## config.mk

```make
export PLATFORM = sky130hd
export DESIGN_NAME = periodic_out_gen
export DESIGN_NICKNAME = d
export VERILOG_FILES = /design/src/rtl/periodic_out_pkg.sv /design/src/rtl/pog_tap_select.sv /design/src/rtl/pog_pulse_timer.sv /design/src/rtl/pog_flag_reg.sv /design/src/rtl/periodic_out_gen.sv
export SDC_FILE = /design/constraint.sdc
export NUM_CORES = 1
export LEC_CHECK = 0
export CAP_MARGIN = 0
export CELL_PAD_IN_SITES_DETAIL_PLACEMENT = 0
export CELL_PAD_IN_SITES_GLOBAL_PLACEMENT = 1
export CORE_AREA = 2 2 39 41
export DETAILED_ROUTE_END_ITERATION = 12
export DIE_AREA = 0 0 41 43
export HOLD_SLACK_MARGIN = 0.03
export PLACE_DENSITY = 0.68
export SLEW_MARGIN = 15
export SYNTH_ARGS = -nofsm -noshare
export SYNTH_HDL_FRONTEND = slang
export SYNTH_SLANG_ARGS = --single-unit
```

## constraint.sdc

```tcl
create_clock -name clk -period 1.7 [get_ports clk]
set_input_delay 0.425 -clock clk [delete_from_list [all_inputs] [get_ports clk]]
set_output_delay 0.425 -clock clk [all_outputs]
set_load 0.005 [all_outputs]
```

## src/rtl/periodic_out_pkg.sv

```systemverilog
package periodic_out_pkg;

  typedef enum logic [1:0] {
    PER_64HZ = 2'b00,
    PER_SEC  = 2'b01,
    PER_MIN  = 2'b10,
    PER_HOUR = 2'b11
  } per_sel_e;

  typedef struct packed {
    per_sel_e per;
    logic     irq_mode;
    logic     mask;
  } ctrl_word_t;

  localparam int FLAG_CLR_BIT = 2;

  function automatic logic pick_event(input per_sel_e sel, input logic ev64,
                                      input logic sec, input logic min,
                                      input logic hr);
    case (sel)
      PER_64HZ: return ev64;
      PER_SEC:  return sec;
      PER_MIN:  return min;
      default:  return hr;
    endcase
  endfunction

  function automatic logic is_flag_clear(input logic we, input logic to_flag,
                                         input logic [3:0] d);
    return we && to_flag && !d[FLAG_CLR_BIT];
  endfunction

endpackage

```

## src/rtl/pog_tap_select.sv

```systemverilog
module pog_tap_select
  import periodic_out_pkg::*;
(
  input  logic     clk,
  input  logic     rst_n,
  input  per_sel_e sel,
  input  logic     tick_fast,
  input  logic     carry_sec,
  input  logic     carry_min,
  input  logic     carry_hour,
  output logic     evt
);
  logic div_q;
  logic ev64;

  always_ff @(posedge clk) begin
    if (!rst_n)         div_q <= 1'b0;
    else if (tick_fast) div_q <= ~div_q;
  end

  assign ev64 = tick_fast & div_q;
  assign evt  = pick_event(sel, ev64, carry_sec, carry_min, carry_hour);

  AST_EVT_NEEDS_TAP: assert property (@(posedge clk) disable iff (!rst_n)
    evt |-> (tick_fast | carry_sec | carry_min | carry_hour));
  AST_64_SPACING: assert property (@(posedge clk) disable iff (!rst_n)
    (ev64 && !$past(!rst_n)) |-> !$past(ev64));
endmodule

```

## src/rtl/pog_pulse_timer.sv

```systemverilog
module pog_pulse_timer #(
  parameter int PULSE_TICKS = 1
) (
  input  logic clk,
  input  logic rst_n,
  input  logic load,
  input  logic step,
  output logic busy
);
  localparam int CW = $clog2(PULSE_TICKS + 1);
  localparam logic [CW-1:0] LOAD_VAL = CW'(PULSE_TICKS);

  logic [CW-1:0] cnt_q;

  always_ff @(posedge clk) begin
    if (!rst_n)                    cnt_q <= '0;
    else if (load)                 cnt_q <= LOAD_VAL;
    else if (step && cnt_q != '0)  cnt_q <= cnt_q - 1'b1;
  end

  assign busy = (cnt_q != '0);

  AST_PULSE_LOAD: assert property (@(posedge clk) disable iff (!rst_n)
    load |=> busy);
  AST_PULSE_HOLD: assert property (@(posedge clk) disable iff (!rst_n)
    (busy && !step && !load) |=> busy);
  AST_PULSE_START: assert property (@(posedge clk) disable iff (!rst_n)
    $rose(busy) |-> $past(load));
endmodule

```

## src/rtl/pog_flag_reg.sv

```systemverilog
module pog_flag_reg (
  input  logic clk,
  input  logic rst_n,
  input  logic evt,
  input  logic clr,
  output logic flag
);
  always_ff @(posedge clk) begin
    if (!rst_n)   flag <= 1'b0;
    else if (evt) flag <= 1'b1;
    else if (clr) flag <= 1'b0;
  end

  AST_FLAG_SET: assert property (@(posedge clk) disable iff (!rst_n)
    evt |=> flag);
  AST_FLAG_ROSE_CAUSE: assert property (@(posedge clk) disable iff (!rst_n)
    $rose(flag) |-> $past(evt));
  AST_FLAG_CLEAR: assert property (@(posedge clk) disable iff (!rst_n)
    (clr && !evt) |=> !flag);
  AST_EVT_WINS: assert property (@(posedge clk) disable iff (!rst_n)
    (clr && evt) |=> flag);
endmodule

```

## src/rtl/periodic_out_gen.sv

```systemverilog
module periodic_out_gen
  import periodic_out_pkg::*;
#(
  parameter int PULSE_TICKS = 1
) (
  input  logic       clk,
  input  logic       rst_n,
  input  logic       tick_fast,
  input  logic       carry_sec,
  input  logic       carry_min,
  input  logic       carry_hour,
  input  logic       wr_en,
  input  logic       wr_to_flag,
  input  logic [3:0] wr_data,
  output logic [3:0] ctrl_rd,
  output logic       flag_rd,
  output logic       pin_pull_low
);
  ctrl_word_t ctrl_q;
  logic       evt;
  logic       clr_req;
  logic       pulse_busy;
  logic       flag_q;

  always_ff @(posedge clk) begin
    if (!rst_n)                    ctrl_q <= '0;
    else if (wr_en && !wr_to_flag) ctrl_q <= ctrl_word_t'(wr_data);
  end

  assign clr_req = is_flag_clear(wr_en, wr_to_flag, wr_data);

  pog_tap_select u_taps (
    .clk(clk), .rst_n(rst_n), .sel(ctrl_q.per), .tick_fast(tick_fast),
    .carry_sec(carry_sec), .carry_min(carry_min), .carry_hour(carry_hour),
    .evt(evt)
  );

  pog_pulse_timer #(.PULSE_TICKS(PULSE_TICKS)) u_pulse (
    .clk(clk), .rst_n(rst_n), .load(evt), .step(tick_fast), .busy(pulse_busy)
  );

  pog_flag_reg u_flag (
    .clk(clk), .rst_n(rst_n), .evt(evt), .clr(clr_req), .flag(flag_q)
  );

  assign ctrl_rd      = ctrl_q;
  assign flag_rd      = flag_q;
  assign pin_pull_low = !ctrl_q.mask && (ctrl_q.irq_mode ? flag_q : pulse_busy);

  AST_MASK_QUIET: assert property (@(posedge clk) disable iff (!rst_n)
    ctrl_q.mask |-> !pin_pull_low);
  AST_IRQ_FOLLOWS_FLAG: assert property (@(posedge clk) disable iff (!rst_n)
    (ctrl_q.irq_mode && !ctrl_q.mask) |-> (pin_pull_low == flag_rd));
endmodule

```

==> Word level (Yosys, flattened, before mapping) <==
Cells that the tools add are included.
{ "totals": {"ramBits": 0, "latchBits": 0, "wordCells": 28, "mem_count": 0, "romBits": 0, "out_inout_bits": 6, "ff_bits": 7} }
{ "op_classes": {"mux": 6, "n_mul": 0, "eq_ne": 2, "bitwise_logic": 2, "shifts": 0, "n_lt_le_gt_ge": 0, "n_div": 0, "n_addsub": 1, "reduce_logical": 11} }
{ "op_table": {"columns": ["op", "n"], "rows": [
  ["1-bit logical AND", 5],
  ["1-bit 2-to-1 mux", 5],
  ["2-bit nonzero test", 2],
  ["1-bit logical NOT", 3],
  ["1-bit one-hot mux with 3 select lines", 1],
  ["2-bit by 1-bit equality test with 1-bit output, second input constant", 1],
  ["2-bit equality test, second input constant", 1],
  ["2-bit logical NOT", 1],
  ["1-bit AND", 1],
  ["1-bit NOT", 1],
  ["1-bit subtractor, second input constant", 1]
]} }

==> Longest topological paths before layout <==
Gate-level depths: netlist of the first run.
{ "depth": {"ltp_word": 4, "depth_mapped": 4, "ltp_nobuf": 3} }

==> Hierarchy <==
From an unflattened synthesis of the first run, not the netlist that was laid out.
{ "hier_totals": {"cells_unflattened": 34, "hier_area_um2": 335.3} }
{ "by_module_without_submodules": {"columns": ["mod", "instances", "cells_per_inst", "seq_area_each_um2", "area_per_inst_um2"], "rows": [
  ["periodic_out_gen", 1, 23, 80.1, 188.9],
  ["pog_tap_select", 1, 5, 20.0, 63.8],
  ["pog_flag_reg", 1, 3, 20.0, 41.3],
  ["pog_pulse_timer", 1, 3, 20.0, 41.3]
]} }

==> Worst setup path before layout of the first run <==
No wires, ideal clock.
{ "synth_timing": {"kind": "input to register", "start": "input tick_fast", "end": "register u_flag.flag", "stages": 3, "arrival_ps": 1184, "n_path_buf": 0, "slack_ps": 401, "cell_sequence": "and2_0 mux4_2 o21a_1"} }
{ "synth_between": {"elab_chain_cells": 3, "elab_cells_between_ends": 4, "cone_classes": "mux: 2; bitwise: 1; reduce/logical: 1"} }
{ "synth_rtl": {"columns": ["item", "line", "text"], "rows": [
  ["from (decl)", "periodic_out_gen.sv:8", "input logic tick_fast,"],
  ["1-bit AND *", "pog_tap_select.sv:21", "assign ev64 = tick_fast & div_q;"],
  ["1-bit one-hot mux with 3 select lines *", "periodic_out_pkg.sv:21", "case (sel)"],
  ["1-bit 2-to-1 mux or 2-bit nonzero test (tied branches)", null, null],
  ["to (signal assigned)", "pog_flag_reg.sv:9", "if (!rst_n) flag <= 1'b0;"],
  ["to (signal assigned)", "pog_flag_reg.sv:10", "else if (evt) flag <= 1'b1;"],
  ["to (signal assigned)", "pog_flag_reg.sv:11", "else if (clr) flag <= 1'b0;"],
  ["to (decl)", "pog_flag_reg.sv:6", "output logic flag"]
]} }
Mark *: on every way between the ends. The rest lies on a longest branch, timed or not.
A chain may end at the register's enable or synchronous reset.

==> Final worst setup path of the first run <==
{ "layout_timing": {"start": "register ctrl_q, in the netlist ctrl_rd[3]", "end": "output ctrl_rd[3]"} }
{ "layout_lines": {"columns": ["item", "line", "text"], "rows": [
  ["from (decl)", "periodic_out_gen.sv:19", "ctrl_word_t ctrl_q;"],
  ["from (signal assigned)", "periodic_out_gen.sv:27", "else if (wr_en && !wr_to_flag) ctrl_q <= ctrl_word_t'(wr_data);"],
  ["to (decl)", "periodic_out_gen.sv:15", "output logic [3:0] ctrl_rd,"]
]} }
No word-level cell between the ends.

==> results_dict.tcl, run 1 <==
set metrics [dict create \
    status "completed" \
    place_ws_ns -0.0760 \
    rr_endpoint "u_pulse.busy" \
    drt-initial-drc-count 2 \
    start_kind "flop" \
    diodes 0 \
    hp-class "flop to flop" \
    synth_area_leader_cell "dfxtp_1" \
    hold_viol 0 \
    setup_tns_ns 0 \
    fmax_ghz 0.639 \
    grt_util_all_layers 0.0947 \
    fp-row-count 14 \
    die_w_um 41 \
    initial_core_util 0.222 \
    syn_avg_cell_area_um2 11.0 \
    fin_crit_sh 0.921 \
    cts_tree "built" \
    htree_levels 1 \
    reg2regPathDepth 3 \
    utilization 0.387 \
    path_max_fanout 3 \
    layoutNonFillerInstCount 66 \
    cp-endpoint "ctrl_rd[3]" \
    p_total_mw 0.421 \
    detail_route.wl_per_cell_um 10.3 \
    finalSetupViolations 0 \
    min_period_ns 1.56 \
    viasPerCell 4.11 \
    cp_cell_sequence "clkdlybuf4s50_1" \
    multiInputGateArea_um2 164 \
    cp.arrival_ns 1.14 \
    syn_nets 40 \
    yosys.cell_types.count 12 \
    io_buffers 17 \
    startpoint "ctrl_rd[3]" \
    grt_overflow 0 \
    slew_violations 0 \
    power-per-cell-area_nw_per_um2 785 \
    crit_type "flop to output pin" \
    ant_nets 0 \
    totalWireLength_um 681 \
    crit_cells 1 \
    rsz0062_at_grt "false" \
    final_cell_mix "16 x clkdlybuf4s50_1, 6 x dfxtp_1, 5 x mux2i_1, 5 x nor2b_1" \
    final_nets 63 \
    route.detailed.drc 0 \
    io_pins 18 \
    drive_gt1_frac 0.160 \
    slowest_stage "clkdlybuf4s50_1" \
    ir_drop_mv 0.358 \
    whs_ns 0.544 \
    synth_seq_cells 7 \
    grt_pass1_wl_mm 1.10 \
    core_area_um2 1380 \
    vias 271 \
    grt_antenna_before_repair 0 \
    synth_area_leaders "dfxtp_1 46%, mux2i_1 16%, nor2b_1 10%" \
    cts_sinks 7 \
    yosysSeqAreaShare 0.455 \
    grt_pass1_vias 286 \
    regArea_um2 141 \
    worstSkewPairLatency_ns 0.25 \
    tightest_slew_ns 0.207 \
    path_clk_slew_ns 0.06 \
    worst-path-buf-inv 1 \
    yosysWarnings 0 \
    final_area_um2 536 \
    final_common_cell "clkdlybuf4s50_1" \
    slowest_delay_ns 0.52 \
    crit_path_end_kind "output pin" \
    cp.required_ns 1.27 \
    fill_cells 135 \
    cp_top_family "buffers and inverters" \
    cts_setup_buffers 0 \
    grt_max_degree 8 \
    synth_top_area_share 0.455 \
    drt_pass1_iterations 4 \
    worst_slack_ns 0.135 \
    placed_cell_area_um2 509 \
    placedCellCount 62 \
    postSynthCellCount 28 \
    synthToLayoutAreaGrowth_pct 74.0 \
    synth_area_um2 308 \
    leakagePower_nw 0.210 \
    clockBufferDepth 2 \
    gp_congestion 0.630 \
    slew_headroom 0.861 \
    r2r-start "u_taps.div_q" \
    cts_buffers 3 \
    regToRegSetupSlack_ns 0.50 \
    cts_root_buffer "clkbuf_4" \
    die_area_um2 1760 \
    clock_skew_ns 0.00147 \
    drv_cap 0 \
    die_h_um 43 \
]
==> power by group <==
group          total, mW  switching, mW  internal [mW]
Sequential         0.184        0.00794          0.176
Combinational     0.0804         0.0221         0.0584
Clock              0.156         0.0662         0.0899
Total              0.421         0.0962          0.324
==> layout make-up <==
cell class,instances,share of cell area
Sequential cell,7,0.264
Timing Repair Buffer,19,0.343
Tap cell,16,0.0374
Multi-Input combinational cell,20,0.306
Clock buffer,4,0.0491
==> synth_stat cells <==
| cell type | n |
|---|---|
| and2_0 | 1 |
| and2_1 | 1 |
| and2b_2 | 1 |
| clkbuf_1 | 1 |
| dfxtp_1 | 7 |
| mux2i_1 | 5 |
| mux4_2 | 1 |
| nand2_1 | 1 |
| nor2_1 | 1 |
| nor2b_1 | 5 |
| o21a_1 | 3 |
| xor2_1 | 1 |
==> layer usage <==
metal	GRT usage	routed length, um
met1	0.107	311
met2	0.144	317
met3	0.0314	52
met4	0.0600	0
met5	0	0
==> sequential cells by signal, indices dropped and copies added (netlist names) <==
register and count:
ctrl_rd 4, u_flag.flag 1, u_pulse.busy 1, u_taps.div_q 1
==> timing repair <==
| item | in CTS | in global routing |
|---|---|---|
| gates resized for setup | 2 | 0 |
| endpoints found under the hold margin | 0 | 0 |
| setup endpoints to repair | 1 | 0 |
| hold buffers | 0 | 0 |
==> worst min-delay path, cell delays in order, from the launching register on <==
cell     delay [ns]
dfxtp_1        0.32
mux2i_1        0.13
nor2b_1        0.06
==> worst min-delay path by stage <==
stage,to,slack [ns],cells after the start,startpoint
after floorplan,ctrl_rd[0],0.52,2,ctrl_rd[0]
after global placement,ctrl_rd[0],0.52,2,ctrl_rd[0]
after detailed placement,ctrl_rd[0],0.54,2,ctrl_rd[0]
after CTS,ctrl_rd[0],0.55,2,ctrl_rd[0]
after global routing,ctrl_rd[0],0.58,2,ctrl_rd[0]
final,ctrl_rd[0],0.54,2,ctrl_rd[0]
==> cell families (layout without fill, tap and decap cells) <==
logic type,Yosys count,after routing,share of synthesized area
and+or+nand+nor,10,10,0.195
DFF,7,7,0.455
muxes,6,6,0.236
AOI/OAI and AO/OA,3,3,0.0732
xor gates and xnor gates,1,1,0.0285
buffers and inverters,1,23,0.0122
(Power assumes the default switching activity.)
==> run 2: changes to the inputs <==
- CELL_PAD_IN_SITES_DETAIL_PLACEMENT: 0 -> unset
- CELL_PAD_IN_SITES_GLOBAL_PLACEMENT: 1 -> unset
- DONT_BUFFER_PORTS: unset -> 1
- PLACE_DENSITY: 0.68 -> 0.35
- SLEW_MARGIN: 15 -> 40
==> run 2 against run 1 <==
Via count is 21% lower. Count of clock-buffer cells in the layout unchanged. Sequential share of layout area up 14 points. Combinational power fell by 59%. Largest cell class is now multi-input gates. Global-route usage rose by 0.091 points. Non-clock buffer count down 19. Critical endpoint is now pin_pull_low.
==> results_dict.tcl, run 2 (synthesis gave the netlist of run 1 again) <==
set metrics [dict create \
    cp.required_ns 1.27 \
    drv_cap 0 \
    leakagePower_nw 0.131 \
    clockBufferDepth 2 \
    finalSetupViolations 0 \
    core_area_um2 1380 \
    grt_util_all_layers 0.0956 \
    fp-row-count 14 \
    place_ws_ns 0.364 \
    viasPerCell 4.53 \
    gp_congestion 0.624 \
    crit_path_end_kind "output pin" \
    dp_hpwl_um 501 \
    die_h_um 43 \
    clock_skew_ns 0.00381 \
    start_kind "flop" \
    p_total_mw 0.368 \
    hold-path-cell-count 1 \
    crit_type "flop to output pin" \
    die_area_um2 1760 \
    final_nets 44 \
    layoutNonFillerInstCount 47 \
    grt_overflow 0 \
    fin_crit_sh 0.789 \
    diodes 0 \
    path_max_fanout 3 \
    power-per-cell-area_nw_per_um2 1050 \
    drt_pass1_iterations 1 \
    whs_ns 0.296 \
    status "completed" \
    reg2regPathDepth 2 \
    hold_viol 0 \
    ir_drop_mv 0.411 \
    grt_pass1_vias 246 \
    drive_gt1_frac 0.161 \
    cts_resized 0 \
    cts_sinks 7 \
    cts_setup_buffers 0 \
    htree_levels 1 \
    clock_power_share 0.405 \
    drt-initial-drc-count 0 \
    cts_buffers 3 \
    comb_power_share 0.089 \
    grt_pass1_wl_mm 1.06 \
    placedCellCount 43 \
    synthToLayoutAreaGrowth_pct 13.8 \
    min_period_ns 1.34 \
    path_clk_slew_ns 0.05 \
    io_pins 18 \
    cp.arrival_ns 0.92 \
    grt_max_degree 8 \
    placed_cell_area_um2 324 \
    ant_nets 0 \
    initial_core_util 0.222 \
    worstSkewPairLatency_ns 0.25 \
    worst_slack_ns 0.359 \
    die_w_um 41 \
    regToRegSetupSlack_ns 0.47 \
    intPower_mw 0.287 \
    rsz0062_at_grt "false" \
    totalWireLength_um 656 \
    slew_violations 0 \
    detail_route.wl_per_cell_um 14.0 \
    cts_tree "built" \
    route.detailed.drc 0 \
    setup_tns_ns 0 \
    hp-class "input port to flop" \
    io_buffers 0 \
    cts_root_buffer "clkbuf_4" \
    cts_hold_buf 0 \
    fmax_ghz 0.746 \
    utilization 0.253 \
    slew_headroom 0.661 \
    seqPwrFrac 0.506 \
    largest_register_ffs 4 \
    vias 213 \
    tightest_slew_ns 0.507 \
    final_cell_mix "7 x dfxtp_1, 5 x mux2i_1, 5 x nor2b_1, 3 x o21a_1, 3 x clkbuf_4" \
    grt_antenna_before_repair 0 \
    final_area_um2 350 \
    final_common_cell "dfxtp_1" \
    p_switching_mw 0.0813 \
    p_sw_frac 0.221 \
]
[run 2: worst paths after layout]
path / startpoint / end
hold / removal: rst_n / u_flag.flag
setup reg to reg: ctrl_rd[3] / u_pulse.busy
hold reg to reg: ctrl_rd[0] / ctrl_rd[0]
setup / recovery: ctrl_rd[1] / pin_pull_low
[run 2: final cells by class]
type	instances	area (um2)
Tap cell	16	20.0
Fill cell	166	1030
Clock buffer	4	26.3
Sequential cell	7	140
Multi-Input combinational cell	20	164
[run 2: worst max-delay path, cell delays in order (launching register included)]
cell and delay (ns):
dfxtp_1 0.38, mux2i_1 0.22, nor2_1 0.07
[run 2: layer usage]
metal	vias to the layer above	wire (um)	global-route usage
li1	100	-	-
met1	95	249	0.100
met2	18	281	0.119
met3	0	125	0.105
met4	0	0	0.0400
met5	-	0	0
[run 2: power by group through the flow]
stage	sequential, mW	combinational [mW]	clock (mW)
floorplan	0.187	0.0299	0
global placement	0.190	0.0326	0
detailed placement	0.190	0.0332	0
CTS	0.186	0.0338	0.158
global route	0.188	0.0370	0.174
finish	0.186	0.0328	0.149
